## config.mk

```make
export PLATFORM = sky130hd
export DESIGN_NAME = burst_addr_gen
export DESIGN_NICKNAME = d
export VERILOG_FILES = /design/src/rtl/burst_pkg.sv /design/src/rtl/burst_rst_sync.sv /design/src/rtl/burst_beat_ctr.sv /design/src/rtl/burst_addr_map.sv /design/src/rtl/burst_addr_gen.sv
export SDC_FILE = /design/constraint.sdc
export NUM_CORES = 1
export LEC_CHECK = 0
export BUFFER_PORTS_ARGS = -buffer_cell sky130_fd_sc_hd__buf_4
export CAP_MARGIN = 20
export CORE_AREA = 2 2 39 41
export CTS_BUF_LIST = sky130_fd_sc_hd__clkbuf_2 sky130_fd_sc_hd__clkbuf_4 sky130_fd_sc_hd__clkbuf_8
export CTS_CLUSTER_SIZE = 8
export DETAILED_ROUTE_END_ITERATION = 10
export DIE_AREA = 0 0 41 43
export MAX_ROUTING_LAYER = met4
export SLEW_MARGIN = 20
export SYNTH_ARGS = -nofsm -noshare
export SYNTH_HDL_FRONTEND = slang
export SYNTH_SLANG_ARGS = --single-unit
```

## constraint.sdc

```tcl
create_clock -name clk -period 0.91 [get_ports clk]
set_input_delay 0.091 -clock clk [delete_from_list [all_inputs] [get_ports clk]]
set_output_delay 0.091 -clock clk [all_outputs]
set_load 0.05 [all_outputs]
```

## src/rtl/burst_pkg.sv

```systemverilog
package burst_pkg;
  typedef enum logic {
    ORDER_LINEAR      = 1'b0,
    ORDER_INTERLEAVED = 1'b1
  } order_e;
endpackage

```

## src/rtl/burst_rst_sync.sv

```systemverilog
module burst_rst_sync #(
  parameter int STAGES = 2
) (
  input  logic clk,
  input  logic arst_n,
  output logic srst_n
);
  logic [STAGES-1:0] chain_q;

  always_ff @(posedge clk or negedge arst_n) begin
    if (!arst_n) chain_q <= '0;
    else         chain_q <= {chain_q[STAGES-2:0], 1'b1};
  end

  assign srst_n = chain_q[STAGES-1];
endmodule

```

## src/rtl/burst_beat_ctr.sv

```systemverilog
module burst_beat_ctr #(
  parameter int BEAT_W = 2
) (
  input  logic              clk,
  input  logic              rst_n,
  input  logic              load,
  input  logic              step,
  input  logic [BEAT_W-1:0] start_in,
  output logic [BEAT_W-1:0] start_q,
  output logic [BEAT_W-1:0] beat_q
);
  logic [BEAT_W-1:0] start_d, beat_d;
  logic              start_en, beat_en;

  always_comb begin
    start_en = load;
    beat_en  = load | step;
    start_d  = start_in;
    if (load) beat_d = '0;
    else      beat_d = beat_q + BEAT_W'(1);
  end

  always_ff @(posedge clk or negedge rst_n) begin
    if (!rst_n) begin
      start_q <= '0;
      beat_q  <= '0;
    end else begin
      if (start_en) start_q <= start_d;
      if (beat_en)  beat_q  <= beat_d;
    end
  end
endmodule

```

## src/rtl/burst_addr_map.sv

```systemverilog
module burst_addr_map
  import burst_pkg::*;
#(
  parameter int BEAT_W = 2
) (
  input  order_e            order,
  input  logic [BEAT_W-1:0] start,
  input  logic [BEAT_W-1:0] beat,
  output logic [BEAT_W-1:0] addr,
  output logic              last
);
  localparam logic [BEAT_W-1:0] BEAT_MAX = {BEAT_W{1'b1}};

  logic [BEAT_W-1:0] addr_ilv, addr_lin;

  genvar gi;
  generate
    for (gi = 0; gi < BEAT_W; gi++) begin : g_xor
      assign addr_ilv[gi] = start[gi] ^ beat[gi];
    end
  endgenerate

  assign addr_lin = start + beat;

  always_comb begin
    case (order)
      ORDER_INTERLEAVED: addr = addr_ilv;
      default:           addr = addr_lin;
    endcase
    last = (beat == BEAT_MAX);
  end
endmodule

```

## src/rtl/burst_addr_gen.sv

```systemverilog
module burst_addr_gen
  import burst_pkg::*;
#(
  parameter int BEAT_W    = 2,
  parameter int RST_STAGE = 2
) (
  input  logic              clk,
  input  logic              rst_n,
  input  logic              load_cpu,
  input  logic              load_ctl,
  input  logic              advance,
  input  logic              order_sel,
  input  logic [BEAT_W-1:0] start_addr,
  output logic [BEAT_W-1:0] burst_addr,
  output logic              last_beat
);
  logic              rst_sync_n;
  logic              load_any;
  logic [BEAT_W-1:0] start_q, beat_q;

  assign load_any = load_cpu | load_ctl;

  burst_rst_sync #(.STAGES(RST_STAGE)) u_rst (
    .clk    (clk),
    .arst_n (rst_n),
    .srst_n (rst_sync_n)
  );

  burst_beat_ctr #(.BEAT_W(BEAT_W)) u_ctr (
    .clk      (clk),
    .rst_n    (rst_sync_n),
    .load     (load_any),
    .step     (advance),
    .start_in (start_addr),
    .start_q  (start_q),
    .beat_q   (beat_q)
  );

  burst_addr_map #(.BEAT_W(BEAT_W)) u_map (
    .order (order_e'(order_sel)),
    .start (start_q),
    .beat  (beat_q),
    .addr  (burst_addr),
    .last  (last_beat)
  );
endmodule

```

# Word level (Yosys, flattened, before mapping)
# Index checks and enable logic that the tools add are counted.
# word_totals
ff_bits	6
latch_bits	0
ram_bits	0
rom_bits	0
input_bits	8
out_inout_bits	3
wordCells	12
memories	0
# classes
n_addsub	2
n_mul	0
div_mod_pow	0
magnitude_cmp	0
n_eq_ne	1
shift	0
n_mux	2
bitwise	4
n_reduce_logical	0
# op_table
operator	count
2-bit 2-to-1 mux	2
2-bit by 1-bit adder with 2-bit output (second input constant)	1
2-bit adder	1
2-bit == test (second input constant)	1
1-bit OR	2
1-bit XOR	2

# Depth between registers and ports, before layout
# logic_depth
ltp_word	2
depth_mapped	3
depth_no_buf	3

# Modules after synthesis
# A second synthesis with hierarchy kept.
# unflattened
cells_unflattened	20
area_unflattened_um2	261.5
# by_module_without_submodules
mod	n_inst	cells_each	area_each_um2	seq_area_each_um2
burst_beat_ctr	1	11	157.7	100.1
burst_rst_sync	1	3	53.8	50.0
burst_addr_map	1	5	43.8	0.0
burst_addr_gen	1	1	6.3	0.0

# Least setup slack after synthesis
# No wires, ideal clock.
# synth_path
kind	register to output
start	reg u_ctr.beat_q[0]
end	out burst_addr[1]
t_arrival_ps	1506
t_required_ps	819
path_slack_ps	-687
stages_incl_launch_ff	4
path_buffers	0
cell_sequence	dfrtp_1 ha_1 nor2b_1 xnor2_1
# synth_via
elab_chain_len	2
# synth_rtl
element	line	source
start, declared	burst_beat_ctr.sv:10	output logic [BEAT_W-1:0] beat_q
start signal, assigned	burst_beat_ctr.sv:29	if (beat_en) beat_q <= beat_d;
2-bit adder	burst_addr_map.sv:23	assign addr_lin = start + beat;
2-bit 2-to-1 mux	burst_addr_map.sv:26	case (order)
end, declared	burst_addr_gen.sv:14	output logic [BEAT_W-1:0] burst_addr,
# No other way between the ends.

# Worst setup path in the final report
# layout_path
start	reg u_ctr.start_q[0]
end	out burst_addr[1]
# layout_via
elab_chain_len	2
# layout_rtl
element	line	source
start, declared	burst_beat_ctr.sv:9	output logic [BEAT_W-1:0] start_q,
start signal, assigned	burst_beat_ctr.sv:28	if (start_en) start_q <= start_d;
2-bit adder	burst_addr_map.sv:23	
2-bit 2-to-1 mux	burst_addr_map.sv:26	
# No other way between the ends.

==> impl_metrics.yaml <==
run_status:
  outcome: "finished, violations left"
  violations: "setup timing"
global_routing:
  grt_pass1_vias: 198
  grt_pass1_wl_um: 745
  grtUsageTotal_pct: 6.83
  antenna_found_initial: 0
  overflow: 0
  grt_max_degree: 5
setup_path:
  critPathArrivalTime_ns: 1.24
  reg2reg_slack_ns: -0.26
  reg2reg_depth: 5
  slowest_delay_ns: 0.40
  critPathLaunch: "u_ctr.start_q[0]$_DFFE_PN0P_"
  critPathSlowestCell: "dfrtp_1"
  start_kind: "register"
  timing.rr.end: "u_ctr.beat_q[1]$_DFFE_PN0P_"
  critPathCaptureType: "primary output"
  required_ns: 0.82
  path_cells: "ha_4, nor2b_4, xnor2_4, buf_6"
  path_delay_family: "flip-flops"
  cp_num_cells: 4
  crit_type: "register to primary output"
  r2r-start: "u_ctr.beat_q[1]$_DFFE_PN0P_"
  worst-path-buf-inv: 1
  endpoint: "burst_addr[1]"
  critPathMaxFanout: 2
floorplan:
  coreArea_mm2: 0.00138
  start_util_pct: 18.6
  io_pins: 11
  rows: 14
  die_h_um: 43
  die_x_um: 41
  die_area_mm2: 0.00176
timing:
  skew_ns: 0.00299
  setup_viol: 5
  worst_slack_ns: -0.426
  clock.fmax_ghz: 0.749
  period_share_pct: 147
  slew_viol_final: 0
  min_period_ns: 1.34
  setup_tns_ns: -1.26
  hold_viol: 0
  rsz0062_at_grt: "yes"
logic_synthesis:
  synth-seq-cells: 6
  synth.distinct_cells: 9
  post-synth-top-area-cell: "dfrtp_1"
  synth_area_leaders: "dfrtp_1 (58%), xnor2_1 (10%), ha_1 (9.7%), mux2_2 (8.7%), mux2i_1 (3.9%)"
  ys_warn_count: 0
  synth.yosys.seq_area_share_pct: 58.3
  synth_top_area_share_pct: 58.3
  avgSynthCellArea_um2: 13.6
  synth_cells: 19
  synth_area_um2: 258
  syn_nets: 29
route:
  totalWireLength_um: 482
  drt_iter0_markers: 0
  wl_per_cell_um: 8.93
  drtPass1Iterations: 1
  dr_total_vias: 196
  drc: 0
  routed_via_density: 3.63
  drt.antenna.violating_nets: 0
cts:
  cts.sinks: 6
  cts.root.buffer_cell: "clkbuf_4"
  cts.reportedPaths.clkPinSlew_ns: 0.04
  clockBufferDepth: 2
  cts_tree: "yes"
  htree_levels: 1
  cts-buffers-inserted: 3
  clk-insertion-delay-late_ns: 0.24
placed_design:
  dpl.cell_count: 47
  io_buffers: 10
  gp_congestion: 0.680
  place_ws_ns: -0.202
final_layout:
  n_antenna_cell: 0
  fin_nets: 50
  syn2layout_area_growth_pct: 92.7
  final_cells: 54
  drive_gt1_share_pct: 63.2
  fillers: 132
power:
  peakVddDrop_mv: 0.726
  leakage_nw: 0.223
  power_uw: 715
  power_density_mw_per_mm2: 1440
hold_path:
  hold_path_class: "input port to register"
  min_path_cells: 2
flow_run:
  maxCapViolations: 0
## kinds of logic (layout without fill, tap and decap cells)
logic type    after synthesis  after routing  synth area share (%)
flops                       6              6                  58.3
buf+inv                     0             19                     0
xor+xnor                    3              3                  10.2
fa+ha+maj                   2              2                  9.71
mux                         3              3                  12.6
simple gates                4              4                  7.77
other cells                 1              1                  1.45
## report_power, final
part | switching (mW) | leakage [nW] | internal [mW]
Sequential | 0.0131 | 0.0740 | 0.283
Combinational | 0.0839 | 0.135 | 0.102
Clock | 0.0847 | 0.0138 | 0.148
## layout by cell type, fill, tap and decap left out, drive strengths merged
| cell | Yosys | layout |
|---|---|---|
| dfrtp | 6 | 6 |
| dlygate4sd3 | 0 | 1 |
| xnor2 | 3 | 3 |
| mux2 | 2 | 2 |
| clkbuf | 0 | 3 |
| nor2 | 1 | 1 |
| mux2i | 1 | 1 |
| ha | 2 | 2 |
| nor3 | 2 | 2 |
| buf | 0 | 15 |
| nor2b | 1 | 1 |
| conb | 1 | 1 |
## synthesized netlist by cell type
master and number:
nor2b_1 1, dfrtp_1 6, conb_1 1, mux2i_1 1, nor3_1 2, mux2_2 2
nor2_1 1, ha_1 2, xnor2_1 3
## layer usage
layer	routed length (um)	track usage (%)	up-vias
met2	208	7.81	11
met1	219	8.52	85
met4	0	8.00	0
met3	54	1.57	0
met5	0	-	-
li1	-	-	100
## through the flow
step	instance area [um2]	util (%)	hold WS [ns]
after CTS	468	33.8	0.0178
after global routing	497	35.9	0.0288
after floorplan	287	-	-0.205
after detailed placement	397	28.7	-0.125
final	497	35.9	0.0265
after global placement	397	28.7	-0.126
## worst register-to-register path: cells and delay by family, from the launching register on
family | cells | cell delay [ns]
flip-flops | 1 | 0.38
AND/OR/NAND/NOR | 1 | 0.15
buffers and inverters | 2 | 0.25
adder cells (fa/ha/maj) | 1 | 0.24
multiplexers | 1 | 0.06
## sequential cells by signal, indices dropped and copies added, names as in the netlist
signal         cells
u_ctr.beat_q       2
u_ctr.start_q      2
u_rst.chain_q      2
## timing repair
item / in CTS / in global routing
hold buffers: 1 / 0
buffers inserted: 2 / 2
endpoints found under the setup margin: 4 / 5
pin swaps: 2 / 3
resized for setup: 7 / 2
endpoints found under the hold margin: 2 / 0
## area by class of cell
cell class                 count  area (um2)  share of cell area, %
timing repair buffer          16         145                   29.2
sequential                     6         150                   30.2
multi-input combinational     13         159                   32.0
tap                           16        20.0                   4.03
clock buffer                   3        22.5                   4.53
## worst min-delay path by stage
stage | endpoint | startpoint
finish | u_ctr.beat_q[1]$_DFFE_PN0P_ | load_cpu
global route | u_ctr.beat_q[1]$_DFFE_PN0P_ | load_cpu
CTS | u_ctr.beat_q[1]$_DFFE_PN0P_ | load_cpu
detailed placement | u_rst.chain_q[0]$_DFF_PN0_ | rst_n
global placement | u_rst.chain_q[0]$_DFF_PN0_ | rst_n
floorplan | u_rst.chain_q[0]$_DFF_PN0_ | rst_n
No activity file was read; power rests on OpenSTA's default activity.
